<file path="src/rtl/pic_cmd_pkg.sv">
package pic_cmd_pkg;

    localparam int DW = 8;
    localparam int NL = 8;
    localparam int LW = $clog2(NL);
    localparam int BW = DW - LW;
    localparam logic [LW-1:0] EMPTY_LINE = LW'(NL - 1);

    typedef enum logic [1:0] {
        INIT_IDLE,
        INIT_BASE,
        INIT_SKIP,
        INIT_MODE
    } init_st_e;

    typedef enum logic [3:0] {
        WK_NONE,
        WK_START,
        WK_MODE,
        WK_ROTAE,
        WK_EOI,
        WK_EOI_ROT,
        WK_CLR,
        WK_SETB,
        WK_CLR_ROT,
        WK_NOP,
        WK_DATA
    } wr_kind_e;

    typedef struct packed {
        logic          found;
        logic [LW-1:0] line;
    } pick_t;

    function automatic logic [NL-1:0] line_bit(input logic [LW-1:0] l);
        return NL'(1) << l;
    endfunction

endpackage

</file>
<file path="src/rtl/pic_wr_decode.sv">
module pic_wr_decode
    import pic_cmd_pkg::*;
(
    input  logic     wr_en,
    input  logic     addr,
    input  logic [1:0] sel,
    input  logic [2:0] op,
    output wr_kind_e kind
);

    always_comb begin
        kind = WK_NONE;
        if (wr_en) begin
            if (addr) begin
                kind = WK_DATA;
            end else if (sel[1]) begin
                kind = WK_START;
            end else if (sel[0]) begin
                kind = WK_MODE;
            end else begin
                case (op)
                    3'd0, 3'd4: kind = WK_ROTAE;
                    3'd1:       kind = WK_EOI;
                    3'd5:       kind = WK_EOI_ROT;
                    3'd3:       kind = WK_CLR;
                    3'd6:       kind = WK_SETB;
                    3'd7:       kind = WK_CLR_ROT;
                    default:    kind = WK_NOP;
                endcase
            end
        end
    end

endmodule

</file>
<file path="src/rtl/pic_isr_pick.sv">
module pic_isr_pick
    import pic_cmd_pkg::*;
(
    input  logic [NL-1:0] svc_bits,
    input  logic [LW-1:0] base,
    output pick_t         pick
);

    logic [NL-1:0] rot;

    // rot[i] is the in-service bit of the line i steps after the base
    genvar g;
    generate
        for (g = 0; g < NL; g++) begin : g_rot
            logic [LW-1:0] idx;
            assign idx    = base + LW'(g);
            assign rot[g] = svc_bits[idx];
        end
    endgenerate

    always_comb begin
        pick = '0;
        for (int i = NL - 1; i >= 0; i--) begin
            if (rot[i]) begin
                pick.found = 1'b1;
                pick.line  = base + LW'(i);
            end
        end
    end

endmodule

</file>
<file path="src/rtl/pic_init_seq.sv">
module pic_init_seq
    import pic_cmd_pkg::*;
(
    input  logic          clk,
    input  logic          rst,
    input  wr_kind_e      kind,
    input  logic          need4_in,
    input  logic [BW-1:0] base_in,
    input  logic          nest_in,
    input  logic          aeoi_in,
    output logic          busy,
    output logic [DW-1:0] vec_base,
    output logic          nested,
    output logic          auto_eoi
);

    init_st_e      st_q;
    logic          need4_q;
    logic [BW-1:0] base_q;

    always_ff @(posedge clk) begin
        if (rst) begin
            st_q     <= INIT_IDLE;
            need4_q  <= 1'b0;
            base_q   <= '0;
            nested   <= 1'b0;
            auto_eoi <= 1'b0;
        end else if (kind == WK_START) begin
            st_q    <= INIT_BASE;
            need4_q <= need4_in;
            if (!need4_in) begin
                nested   <= 1'b0;
                auto_eoi <= 1'b0;
            end
        end else if (kind == WK_DATA) begin
            case (st_q)
                INIT_BASE: begin
                    base_q <= base_in;
                    st_q   <= INIT_SKIP;
                end
                INIT_SKIP: st_q <= need4_q ? INIT_MODE : INIT_IDLE;
                INIT_MODE: begin
                    nested   <= nest_in;
                    auto_eoi <= aeoi_in;
                    st_q     <= INIT_IDLE;
                end
                default: st_q <= INIT_IDLE;
            endcase
        end
    end

    assign busy     = (st_q != INIT_IDLE);
    assign vec_base = {base_q, {LW{1'b0}}};

    // the first data word after a start fixes the vector base
    assert_base_word_R3: assert property (@(posedge clk) disable iff (rst)
        (kind == WK_DATA && st_q == INIT_BASE) |=> (vec_base[DW-1:LW] == $past(base_in)) && busy);

    // without a fourth word the second data word ends the sequence
    assert_short_seq_R3: assert property (@(posedge clk) disable iff (rst)
        (kind == WK_DATA && st_q == INIT_SKIP && !need4_q) |=> !busy);

    // the fourth word loads the mode flags and ends the sequence
    assert_mode_word_R4: assert property (@(posedge clk) disable iff (rst)
        (kind == WK_DATA && st_q == INIT_MODE)
        |=> (nested == $past(nest_in)) && (auto_eoi == $past(aeoi_in)) && !busy);

endmodule

</file>
<file path="src/rtl/pic_cmd_port.sv">
module pic_cmd_port
    import pic_cmd_pkg::*;
(
    input  logic          clk,
    input  logic          rst,
    input  logic          wr_en,
    input  logic          rd_en,
    input  logic          addr,
    input  logic [DW-1:0] wdata,
    input  logic [NL-1:0] req_bits,
    input  logic [NL-1:0] svc_bits,
    input  logic          poll_hit,
    input  logic [LW-1:0] poll_line,
    output logic [DW-1:0] rdata,
    output logic [NL-1:0] mask_o,
    output logic [DW-1:0] vec_base_o,
    output logic [LW-1:0] rot_base_o,
    output logic          nested_o,
    output logic          auto_eoi_o,
    output logic          rot_aeoi_o,
    output logic          spec_mask_o,
    output logic          init_busy_o,
    output logic          lvl_clr_o,
    output logic [NL-1:0] svc_clr_o,
    output logic [NL-1:0] req_clr_o
);

    wr_kind_e      kind;
    pick_t         pick;
    logic          rdsel_q;
    logic          poll_q;
    logic          poll_take;
    logic [LW-1:0] named_line;
    logic [NL-1:0] svc_clr_d;
    logic [NL-1:0] req_clr_d;
    logic [LW-1:0] rot_base_d;

    pic_wr_decode u_dec (
        .wr_en (wr_en),
        .addr  (addr),
        .sel   (wdata[4:3]),
        .op    (wdata[7:5]),
        .kind  (kind)
    );

    pic_init_seq u_init (
        .clk      (clk),
        .rst      (rst),
        .kind     (kind),
        .need4_in (wdata[0]),
        .base_in  (wdata[DW-1:LW]),
        .nest_in  (wdata[4]),
        .aeoi_in  (wdata[1]),
        .busy     (init_busy_o),
        .vec_base (vec_base_o),
        .nested   (nested_o),
        .auto_eoi (auto_eoi_o)
    );

    pic_isr_pick u_pick (
        .svc_bits (svc_bits),
        .base     (rot_base_o),
        .pick     (pick)
    );

    assign named_line = wdata[LW-1:0];
    assign poll_take  = rd_en && poll_q;

    // clear pulses and next rotation base
    always_comb begin
        svc_clr_d  = '0;
        req_clr_d  = '0;
        rot_base_d = rot_base_o;
        if (poll_take && poll_hit) begin
            svc_clr_d = line_bit(poll_line);
            req_clr_d = line_bit(poll_line);
        end
        case (kind)
            WK_START: rot_base_d = '0;
            WK_EOI: begin
                if (pick.found) svc_clr_d = svc_clr_d | line_bit(pick.line);
            end
            WK_EOI_ROT: begin
                if (pick.found) begin
                    svc_clr_d  = svc_clr_d | line_bit(pick.line);
                    rot_base_d = pick.line + LW'(1);
                end
            end
            WK_CLR: svc_clr_d = svc_clr_d | line_bit(named_line);
            WK_SETB: rot_base_d = named_line + LW'(1);
            WK_CLR_ROT: begin
                svc_clr_d  = svc_clr_d | line_bit(named_line);
                rot_base_d = named_line + LW'(1);
            end
            default: ;
        endcase
    end

    always_ff @(posedge clk) begin
        if (rst) begin
            mask_o      <= '0;
            rot_base_o  <= '0;
            rot_aeoi_o  <= 1'b0;
            spec_mask_o <= 1'b0;
            rdsel_q     <= 1'b0;
            poll_q      <= 1'b0;
            rdata       <= '0;
            lvl_clr_o   <= 1'b0;
            svc_clr_o   <= '0;
            req_clr_o   <= '0;
        end else begin
            svc_clr_o  <= svc_clr_d;
            req_clr_o  <= req_clr_d;
            rot_base_o <= rot_base_d;
            lvl_clr_o  <= (kind == WK_START);
            if (rd_en) begin
                if (poll_q) begin
                    poll_q <= 1'b0;
                    rdata  <= poll_hit ? DW'(poll_line) : DW'(EMPTY_LINE);
                end else if (addr) begin
                    rdata <= mask_o;
                end else begin
                    rdata <= rdsel_q ? svc_bits : req_bits;
                end
            end
            case (kind)
                WK_START: begin
                    mask_o      <= '0;
                    spec_mask_o <= 1'b0;
                    rdsel_q     <= 1'b0;
                end
                WK_MODE: begin
                    if (wdata[2]) poll_q      <= 1'b1;
                    if (wdata[1]) rdsel_q     <= wdata[0];
                    if (wdata[6]) spec_mask_o <= wdata[5];
                end
                WK_ROTAE: rot_aeoi_o <= wdata[7];
                WK_DATA: begin
                    if (!init_busy_o) mask_o <= wdata;
                end
                default: ;
            endcase
        end
    end

    // a start word clears the mask and rotation base and enters the sequence
    assert_start_clears_R2: assert property (@(posedge clk) disable iff (rst)
        (wr_en && !addr && wdata[4]) |=> (mask_o == '0) && (rot_base_o == '0) && init_busy_o && lvl_clr_o);

    // in-service clears are never more than one line at a time
    assert_clr_onehot_R7: assert property (@(posedge clk) disable iff (rst)
        $onehot0(svc_clr_o));

    // set-priority moves the base one past the named line
    assert_set_base_R8: assert property (@(posedge clk) disable iff (rst)
        (wr_en && !addr && wdata[7:3] == 5'b11000) |=> (rot_base_o == $past(wdata[LW-1:0]) + LW'(1)));

    // a data word outside the sequence becomes the mask
    assert_mask_load_R9: assert property (@(posedge clk) disable iff (rst)
        (wr_en && addr && !init_busy_o) |=> (mask_o == $past(wdata)));

    // an ordinary address-1 read returns the mask one cycle later
    assert_rd_mask_R10: assert property (@(posedge clk) disable iff (rst)
        (rd_en && addr && !poll_q && !wr_en) |=> (rdata == $past(mask_o)));

    // a poll serves exactly one read
    assert_poll_once_R11: assert property (@(posedge clk) disable iff (rst)
        (rd_en && poll_q && !wr_en) |=> !poll_q);

    // a poll clears request and in-service together
    assert_poll_pair_R11: assert property (@(posedge clk) disable iff (rst)
        (req_clr_o != '0) |-> ((svc_clr_o & req_clr_o) == req_clr_o));

endmodule

</file>
<file path="config.mk">
export PLATFORM = sky130hd
export DESIGN_NAME = pic_cmd_port
export DESIGN_NICKNAME = d
export VERILOG_FILES = /design/src/rtl/pic_cmd_pkg.sv /design/src/rtl/pic_wr_decode.sv /design/src/rtl/pic_isr_pick.sv /design/src/rtl/pic_init_seq.sv /design/src/rtl/pic_cmd_port.sv
export SDC_FILE = /design/constraint.sdc
export NUM_CORES = 1
export LEC_CHECK = 0
export BUFFER_PORTS_ARGS = -buffer_cell sky130_fd_sc_hd__buf_2
export CELL_PAD_IN_SITES_DETAIL_PLACEMENT = 0
export CELL_PAD_IN_SITES_GLOBAL_PLACEMENT = 1
export CORE_MARGIN = 2
export CORE_UTILIZATION = 30
export CTS_CLUSTER_DIAMETER = 150
export DETAILED_ROUTE_END_ITERATION = 8
export PLACE_DENSITY_LB_ADDON = 0.08
export REMOVE_ABC_BUFFERS = 1
export SLEW_MARGIN = 15
export SYNTH_ARGS = -nofsm -noshare
export SYNTH_HDL_FRONTEND = slang
export SYNTH_HIERARCHICAL = 1
export SYNTH_SLANG_ARGS = --single-unit
export TNS_END_PERCENT = 20
</file>
<file path="constraint.sdc">
create_clock -name clk -period 5.86 [get_ports clk]
set_clock_uncertainty 0.15 [all_clocks]
set_input_delay 0.293 -clock clk [delete_from_list [all_inputs] [get_ports clk]]
set_output_delay 0.293 -clock clk [all_outputs]
set_load 0.02 [all_outputs]
</file>
==> results.md, run 1 <==
- The worst hold path passes through 3 cells.
- The final period utilization is 73.28%.
- For this run the aggregate overflow at the end of global routing stands at 0.
- The met1 usage in global routing is 22.42%.
- On the critical path the largest part of the delay comes from compound AO/OA/AOI/OAI gates.
- The post-synthesis cell area is 3625 um^2.
- The signal on the critical path passes through inv_1 -> ha_1 -> mux2_2 -> mux4_2 -> a2111oi_2 -> o311ai_1 -> a22oi_1 -> inv_1 -> a2bb2oi_1 -> o22ai_1 -> a21oi_1 -> ha_1 -> nor2b_1 -> a221o_1.
- The layout overhead on the synthesized area is 16.67%.
- The shortest clock period the worst path allows after layout is 4.294 ns.
- In the routed layout, each cell is associated on average with a via count of approximately 5.4.
- The startpoint type of the worst setup path is a flip-flop.
- The endpoint of the worst hold path is u_init/base_q[0].
- In this run the most critical hold path is launched from wdata[3].
- The die boundary width is 113.9 um.
- The pin count of the biggest net entering global routing is 45.
- The internal power summed over all cells is 0.0006377 W.
- The global-route total usage across every layer is 16.78%.
- After technology mapping, the gate count stands at 409.
- The maximum frequency from static timing analysis is 232.9 MHz.
- The design draws 0.0009585 W.
- The met2 track demand over resource in global routing is 28.02%.
- The net count of the finished layout is 514.
- The count of buffers added on input and output ports is 78.
- The data required time at the worst endpoint is 5.89 ns.
- Dividing total power by cell area gives a power density of 226.7 nW/um^2.
- Detailed placement finished with a half-perimeter wire length of 7609 um.
- The met3 routing resource usage after global routing is 2.816%.
- The number of cells on the worst reg-to-reg path is 14.
- The worst setup path is captured at a flip-flop.
- The final worst hold slack is 0.1687 ns.
- The tree is rooted in a sky130_fd_sc_hd__clkbuf_16.
- The logic gate share of total power is just over 30%.
- The number of nets with antenna violations after routing is 0.
- The critical path is of the flip-flop to flip-flop type.
- The flow ran to the end, and the final reports show no timing, DRC or antenna violations.
- The number of pins exceeding their max-slew limit in the final report is 0.
- The fraction of final layout cells sized beyond drive strength 1 is 26.74%.
- The leading cell type in the layout, fill and taps excluded is sky130_fd_sc_hd__buf_2.
- The flop and latch count out of synthesis is 50.
- The post-cts repair resize count is 0.
- For this run, asynchronously set or reset flops after synthesis account for 0%.
- The TritonCTS clock tree is yes.
- The path category of the worst min-delay check is input pin to flip-flop.
- The H-tree was split into 2 levels.
- The terminus of the critical flop-to-flop path is rot_base_o[2].
- The number of unique standard cell types used by synthesis is 81.
- The part of the Yosys area used for sequential elements is 27.61%.
- The remaining routing DRC violations is 0.
- The clock-pin slew on the worst setup and hold paths is roughly 0.07 ns.
- The clock reaches the later pin of the worst-skew pair after 0.30 ns.
- Summed over all cells, the static leakage comes to 1.630 nW.
- The placeable core region is 11910 um^2.
- The worst flop-to-flop path startpoint is rot_base_o[0].
- The number of hold violations in the final report was 0.
- The via count of the first global-routing pass came to 3337.
- The predominant post-synthesis flop cell is sky130_fd_sc_hd__dfxtp_1.
- Averaged over all synthesized cells, the footprint is about 8.9 um^2.
- Across the VDD grid, the largest voltage drop is 0.00008747 V.
- In this run the most used layer during global routing was met2.
- Row generation in the floorplan step produced 40 rows.
- The reported net switching power is between 0.0003 and 0.0004 W.
- TritonCTS created 5 clock buffers.
- The final weighted congestion of routability-driven global placement is about 0.85.
- The number of maximum-capacitance constraint violations is 0.
- The share of power burned in the clock network is 31.9%.
- The starting DRC count in detailed routing is approximately 150.
- The proportion of total power due to net switching is 33.47%.
- The wire length per cell after detailed routing is 17.05 um.
- The top cell types in the final layout, fill and taps aside, are sky130_fd_sc_hd__buf_2 (78), sky130_fd_sc_hd__dfxtp_1 (50), sky130_fd_sc_hd__nor2_1 (33).
- Setup repair after global routing left no endpoint under its margin.
- The count of buffering cells on the critical path with inverters included is 2.
- The number of post-CTS setup repair buffers is 0.
- Headroom to the max-slew limit came out at roughly two fifths.
- The setup total negative slack is 0 ns.
- The number of synthesized flops with an enable pin is 0.
- The final core utilization is 35.50%.
- Sequential cells account for 37.1% of the total power.
- The die boundary height is approximately 110 um.
- The sink count of the clock tree is 50.
- The number of placed I/O pins is 82.
- The number of iterations in the first detailed-routing pass is 5.
- The flop-to-flop setup slack is between 1.5 and 2 ns.
- For the pin with the worst max-slew slack, the measured transition is slightly above 0.9 ns.
- The number of antenna violations at the first check in global routing is 0.
- The worst-path cell with the longest stage delay is sky130_fd_sc_hd__ha_1.
- The first global-routing pass estimated 17440 um of wire.
- The total routed wirelength is 10610 um.
- The largest fanout of any net on the critical path is 12.
- The number of buffers between clock root and the deepest sink is 2.
- The cts-stage hold buffer count is 0.
- The initial cell density of the core is between 30% and 40%.
- The peak per-stage delay on the critical path is 0.56 ns.
- For this run, the number of Yosys warnings is 6.
- 0 antenna diodes ended up in the layout.
- The via count is about 3400.
- Setup violations remaining at the end of the flow were counted as 0.
- Data on the critical path arrives at its endpoint at 4.33 ns.
- The die area is 12980 um^2.
-- flip-flops by register name, summed over array words and instances (netlist names) --
register / cells
rdata: 8
rdsel_q: 1
spec_mask_o: 1
lvl_clr_o: 1
u_init/st_q: 2
u_init/base_q: 5
req_clr_o: 8
rot_base_o: 3
u_init/nested: 1
u_init/auto_eoi: 1
rot_aeoi_o: 1
u_init/need4_q: 1
mask_o: 8
svc_clr_o: 8
poll_q: 1
-- how the worst max path moves through the flow --
stage / start / endpoint / slack, ns / cells after the start
finish: rot_base_o[0] / rot_base_o[2] / 1.57 / 14
detailed placement: rot_base_o[0] / rot_base_o[2] / 1.58 / 14
CTS: rot_base_o[0] / rot_base_o[2] / 1.56 / 14
floorplan: rot_base_o[0] / rot_base_o[2] / 1.40 / 14
global route: rot_base_o[0] / rot_base_o[2] / 1.16 / 14
global placement: rot_base_o[0] / rot_base_o[2] / 1.67 / 14
-- synth_stat cells (3+ instances only) --
cell type	instances	area share, %
sky130_fd_sc_hd__a211oi_2	3	1.0
sky130_fd_sc_hd__a21oi_1	27	3.7
sky130_fd_sc_hd__a221oi_1	5	1.2
sky130_fd_sc_hd__a22oi_1	3	0.62
sky130_fd_sc_hd__a31oi_1	6	1.0
sky130_fd_sc_hd__and2_1	8	1.4
sky130_fd_sc_hd__buf_2	4	0.55
sky130_fd_sc_hd__buf_4	4	0.83
sky130_fd_sc_hd__buf_6	5	1.6
sky130_fd_sc_hd__clkbuf_1	10	1.0
sky130_fd_sc_hd__dfxtp_1	50	28
sky130_fd_sc_hd__ha_1	7	2.4
sky130_fd_sc_hd__inv_1	13	1.3
sky130_fd_sc_hd__mux2_1	3	0.93
sky130_fd_sc_hd__mux2_2	6	1.9
sky130_fd_sc_hd__mux2i_1	21	5.8
sky130_fd_sc_hd__mux4_1	4	2.9
sky130_fd_sc_hd__mux4_2	7	4.3
sky130_fd_sc_hd__nand2_1	28	2.9
sky130_fd_sc_hd__nand2b_1	10	1.7
sky130_fd_sc_hd__nand3_1	14	1.9
sky130_fd_sc_hd__nand3b_1	6	1.2
sky130_fd_sc_hd__nor2_1	33	3.4
sky130_fd_sc_hd__nor2b_1	15	2.6
sky130_fd_sc_hd__nor3_1	12	1.7
sky130_fd_sc_hd__nor4_1	5	0.86
sky130_fd_sc_hd__o21ai_0	16	2.2
sky130_fd_sc_hd__o21bai_1	3	0.62
sky130_fd_sc_hd__o221ai_1	6	1.4
sky130_fd_sc_hd__o22ai_1	4	0.69
sky130_fd_sc_hd__o311a_1	3	0.83
sky130_fd_sc_hd__or3b_1	3	0.73
sky130_fd_sc_hd__xnor2_1	4	0.97
sky130_fd_sc_hd__xor2_1	3	0.73
-- per-stage QoR --
| step | setup slack, ns | cells | instance area (um^2) |
|---|---|---|---|
| after global placement | 1.672 | 614 | 4078 |
| after detailed placement | 1.584 | 614 | 4078 |
| final | 1.566 | 622 | 4229 |
| after CTS | 1.564 | 622 | 4229 |
| after global routing | 1.163 | 622 | 4229 |
| after floorplan | 1.404 | 384 | 3460 |
-- logic make-up (layout without fill, tap and decap cells) --
group | Yosys count | after routing | synth area share, %
xor gates and xnor gates | 7 | 7 | 1.691
adders and majority gates | 7 | 7 | 2.416
and+or+nand+nor | 158 | 158 | 24.54
DFF | 50 | 50 | 27.61
other | 1 | 3 | 0.1035
muxes | 43 | 43 | 16.88
AOI/OAI and AO/OA | 102 | 102 | 20.54
buffers and inverters | 41 | 105 | 6.213
-- worst reg2reg max path, cell delays in order (launching register included) --
cell                        delay [ns]
sky130_fd_sc_hd__dfxtp_1          0.33
sky130_fd_sc_hd__inv_1            0.06
sky130_fd_sc_hd__ha_1             0.56
sky130_fd_sc_hd__mux2_2           0.39
sky130_fd_sc_hd__mux4_2           0.52
sky130_fd_sc_hd__a2111oi_2        0.35
sky130_fd_sc_hd__o311ai_1         0.16
sky130_fd_sc_hd__a22oi_1          0.50
sky130_fd_sc_hd__inv_1            0.15
sky130_fd_sc_hd__a2bb2oi_1        0.18
sky130_fd_sc_hd__o22ai_1          0.10
sky130_fd_sc_hd__a21oi_1          0.17
sky130_fd_sc_hd__ha_1             0.19
sky130_fd_sc_hd__nor2b_1          0.05
sky130_fd_sc_hd__a221o_1          0.30
-- power by group through the flow --
stage	Clock, W	Sequential [W]	Combinational [W]
floorplan	0	0.000375	0.000193
global placement	0	0.000363	0.000297
detailed placement	0	0.000364	0.000295
CTS	0.000319	0.000356	0.000296
global route	0.000328	0.000357	0.000330
finish	0.000305	0.000355	0.000298
-- metal layers --
layer / vias up / wire [um]
met5: - / 0
met3: 10 / 467
met4: 0 / 97
li1: 1648 / -
met1: 1629 / 4920
met2: 85 / 5122
-- cell type report --
class / count / area, um^2
clock buffers: 6 / 138.9
well taps: 147 / 183.9
inverters: 14 / 52.55
flip-flops and latches: 50 / 1001
repair buffers: 83 / 427.9
multi-input cells: 320 / 2412
fillers: 1253 / 7682
clock inverters: 2 / 12.51
Power figures use the tool's default switching activity.
==> run 2, diff against run 1 <==
--- a/config.mk
+++ b/config.mk
@@ -5,6 +5,7 @@
 export SDC_FILE = /design/constraint.sdc
 export NUM_CORES = 1
 export LEC_CHECK = 0
+export ABC_AREA = 1
 export BUFFER_PORTS_ARGS = -buffer_cell sky130_fd_sc_hd__buf_2
 export CELL_PAD_IN_SITES_DETAIL_PLACEMENT = 0
 export CELL_PAD_IN_SITES_GLOBAL_PLACEMENT = 1
==> constraint.sdc (replaced) <==
create_clock -name clk -period 4.1 [get_ports clk]
set_clock_uncertainty 0.15 [all_clocks]
set_input_delay 0.205 -clock clk [delete_from_list [all_inputs] [get_ports clk]]
set_output_delay 0.205 -clock clk [all_outputs]
set_load 0.02 [all_outputs]
==> run 2 against run 1 <==
Register-to-register slack got worse by 0.90 ns. Largest cell class unchanged. Clock-buffer cell count fell by 1. Largest power group unchanged. Wire length fell by 4.7%.
==> results.md, run 2 <==
- The most frequent cell after synthesis is sky130_fd_sc_hd__nand2_1.
- The number of stages on the worst hold path is 3.
- The sink count of the clock tree is 50.
- The setup-violating endpoint count in the final report is 0.
- In this run, placement finished with an instance count of 719.
- The TritonCTS clock tree is yes.
- The top cell types in the final layout, fill and taps aside, are sky130_fd_sc_hd__nand2_1 (102), sky130_fd_sc_hd__buf_2 (78), sky130_fd_sc_hd__nand3_1 (55).
- The path category of the worst min-delay check is input pin to flip-flop.
- The flow ran to the end, and the final reports show no timing, DRC or antenna violations.
- After detailed routing, the average wire length per cell comes to 13.91 um.
- The H-tree was split into 2 levels.
- Yosys printed 6 warnings.
- The first routing iteration left 140 violations.
- At the end of the flow the core is filled with cells to ~36%.
- The number of unique standard cell types used by synthesis is 46.
- The largest fanout of any net on the critical path is 12.
- The count of buffers added on input and output ports is 78.
- The simple-gate share of the synthesized area is 41.14%.
- The portion of synthesized cell area occupied by the leading cell type is 28.75%.
- The final layout contains roughly 620 nets.
- The pin count of the biggest net entering global routing is 37.
- The number of maximum-capacitance constraint violations is 0.
- The xor and xnor area share after synthesis is 0.5031%.
- The shortest clock period the worst path allows after layout is 3.430 ns.
- The startpoint type of the worst setup path is a flip-flop.
- Clock tree synthesis inserted a total of 5 buffers.
- The die covers around 12000 um^2.
- The routed design has 10110 um of wire.
- Averaged over all synthesized cells, the footprint is 6.828 um^2.
- The clock reaches the later pin of the worst-skew pair after 0.30 ns.
- The startpoint identified for the worst register-to-register timing path is rot_base_o[0].
- The count of placed standard cells in the final layout, fillers left out is 727.
- After clock tree synthesis, the setup repair step added 0 buffers.
- The transition at the pin with the smallest max-transition slack is 0.7649 ns.
- The wire length of the first global-routing pass is approximately 17000 um.
- Ranked by instance count, the synthesized netlist is headed by sky130_fd_sc_hd__nand2_1 (102), sky130_fd_sc_hd__nand3_1 (55), sky130_fd_sc_hd__inv_1 (54).
- Setup repair after global routing left no endpoint under its margin.
- By area the synthesized netlist is led by sky130_fd_sc_hd__dfxtp_1 (29%), sky130_fd_sc_hd__nand2_1 (11%), sky130_fd_sc_hd__nand3_1 (7.9%), sky130_fd_sc_hd__inv_1 (5.8%), sky130_fd_sc_hd__a21oi_1 (5.7%).
- For this run, the detailed router's first-pass iteration total came to 4.
- The setup slack after placement is 0.6901 ns.
- Summed over all cells, the static leakage comes to 1.990 nW.
- The initial cell density of the core is 30.63%.
- The async set or reset register ratio after synthesis is 0%.
- Cells with a size suffix above 1 make up 28.08% of the layout.
- The setup check on the worst reg-to-reg path leaves a slack of approximately 0.67 ns.
- The die boundary height is 111.7 um.
- Counting flops with a built-in enable in the synthesized netlist gives 0.
- The buffer cell driving the clock tree root is sky130_fd_sc_hd__clkbuf_16.
- Using the TritonRoute via totals, the vias-per-cell ratio works out to 4.763.
- The number of hold violations in the final report is 0.
- The sum of overflow across all layers after global routing is 0.
- The number of pins exceeding their max-slew limit in the final report is 0.
- The kind of end point of the critical path is a flip-flop.
- The via count of the first global-routing pass is 3326.
- The most used flip-flop cell after synthesis is sky130_fd_sc_hd__dfxtp_1.
- The source of the worst hold timing path is poll_line[2].
- The cts-stage hold buffer count is 0.
- The number of antenna violations at the first check in global routing is 0.
- The remaining max-slew budget at the tightest pin is between 40% and 50%.
- The setup total negative slack is 0 ns.
- The worst register-to-register path ends at rot_base_o[2].
- The die is roughly 110 um wide.
- The data required time at the worst endpoint is approximately 4 ns.
- Clock-pin slew was measured on the worst setup and hold paths at 0.07 ns.
- The number of nets with antenna violations after routing is 0.
- The post-synthesis cell type with the largest combined area is sky130_fd_sc_hd__dfxtp_1.
- IR analysis of the VDD net gives a maximum drop of 0.0001622 V.
- By startpoint and endpoint, the worst setup path is classified as flip-flop to flip-flop.
- Synthesis produced 510 cells.
- After detailed routing, the number of remaining DRC violations is 0.
- 0 antenna diodes ended up in the layout.
- The post-synthesis cell area is between 3000 and 4000 um^2.
- The multiplexer share of the synthesized area is under 10%.
- From synthesis to final layout, the design area changed by 17.86%.
- The placeable core region is 11370 um^2.
- The number of buffers between clock root and the deepest sink is 2.
- Counting cells, the worst reg-to-reg path comes to 16.
- The endpoint arrival time on the critical path is 3.44 ns.
- Once detailed placement completed, the half-perimeter wirelength came to slightly above 8000 um.
- The main combinational cell family by area after synthesis is simple AND/OR/NAND/NOR gates.
- Global routing consumed, over all layers together, between 15 and 20% of the routing resources.
- Once placement finished, the instance area stood at 3950 um^2.
- The number of placed I/O pins is 82.
- The post-cts repair resize count is 0.
- The count of standard-cell rows is 39.
- The synthesized-area fraction occupied by adder cells is between 2 and 3%.
- The final design instance area without fill is 4104 um^2.
- The leading cell type in the layout, fill and taps excluded is sky130_fd_sc_hd__nand2_1.
- The final weighted congestion of routability-driven global placement is 0.8950.
- The least setup slack across all paths after layout is 0.6695 ns.
- For this design the ratio of total power to cell area is roughly 360 nW/um^2.
- Summing the areas of all compound-gate instances in the mapped netlist gives 13.91% of the synthesized area.
- Of the synthesized area, sequential elements account for 28.75%.
- The via count is 3463.
- The path with the worst hold slack has its endpoint at req_clr_o[4].
- The maximum frequency from static timing analysis is 291.5 MHz.
- The flop and latch count out of synthesis is 50.
- The final critical path takes up 83.67% of the cycle.
## run 2: cell count changes after synthesis, moves of 13 or more
cell                      change
sky130_fd_sc_hd__mux2i_1     -21
sky130_fd_sc_hd__nor2b_1     -15
sky130_fd_sc_hd__nand3_1     +41
sky130_fd_sc_hd__nand3_2     +15
sky130_fd_sc_hd__nor2_1      +18
sky130_fd_sc_hd__a21oi_1     +13
sky130_fd_sc_hd__inv_1       +41
sky130_fd_sc_hd__nand2_1     +74
## run 2: worst max-delay path by stage
stage	from	end	slack [ns]	cells after the start
3_5_place_dp	rot_base_o[0]	rot_base_o[2]	0.69	17
5_1_grt	rot_base_o[0]	rot_base_o[2]	0.36	16
4_1_cts	rot_base_o[0]	rot_base_o[1]	0.69	16
2_1_floorplan	rot_base_o[1]	rot_base_o[2]	0.94	17
3_3_place_gp	rot_base_o[0]	rot_base_o[2]	0.78	16
6_report	rot_base_o[0]	rot_base_o[2]	0.67	16
## run 2: cell families after synthesis
family | count (synthesis)
adders and majority gates | 7
DFF | 50
xor gates and xnor gates | 2
AOI/OAI and AO/OA | 83
and+or+nand+nor | 276
other | 1
muxes | 6
buffers and inverters | 85
## run 2: critical path, stage by stage (launching register included)
cell	delay (ns)
sky130_fd_sc_hd__dfxtp_1	0.61
sky130_fd_sc_hd__inv_6	0.16
sky130_fd_sc_hd__ha_1	0.48
sky130_fd_sc_hd__inv_2	0.16
sky130_fd_sc_hd__nand3_1	0.16
sky130_fd_sc_hd__nand3_1	0.14
sky130_fd_sc_hd__nand2_2	0.11
sky130_fd_sc_hd__a31oi_2	0.17
sky130_fd_sc_hd__a21oi_1	0.09
sky130_fd_sc_hd__o21ai_1	0.28
sky130_fd_sc_hd__inv_1	0.13
sky130_fd_sc_hd__o21a_1	0.22
sky130_fd_sc_hd__inv_1	0.05
sky130_fd_sc_hd__ha_1	0.15
sky130_fd_sc_hd__nand3_1	0.08
sky130_fd_sc_hd__nand3_1	0.08
sky130_fd_sc_hd__a21oi_1	0.06
## run 2: layout make-up
| type | instances | area [um^2] |
|---|---|---|
| Clock buffer | 5 | 125.1 |
| Tap cell | 143 | 178.9 |
| Timing Repair Buffer | 79 | 397.9 |
| Clock inverter | 3 | 28.78 |
| Inverter | 70 | 271.5 |
| Fill cell | 1301 | 7266 |
| Multi-Input combinational cell | 377 | 2101 |
| Sequential cell | 50 | 1001 |
## run 2: per-layer routing
metal | track usage, % | routed length (um) | vias up
met5 | 0 | 0 | -
met4 | 3.704 | 104 | 0
met3 | 3.865 | 513 | 8
met2 | 28.08 | 4836 | 73
met1 | 21.77 | 4655 | 1565
li1 | - | - | 1817
## run 2: power breakdown
| part | internal, W | switching (W) | total, W | leakage, nW |
|---|---|---|---|---|
| combinational | 0.000166 | 0.000336 | 0.000501 | 1.51 |
| sequential | 0.000505 | 0.0000187 | 0.000523 | 0.406 |
| clock | 0.000233 | 0.000210 | 0.000443 | 0.0759 |
## run 2: through the flow
stage               hold slack, ns   power, W
floorplan                   0.1241  0.0008933
global placement            0.3000   0.001041
detailed placement          0.3054   0.001036
CTS                        0.05986   0.001491
global route               0.08699   0.001569
finish                     0.07036   0.001468
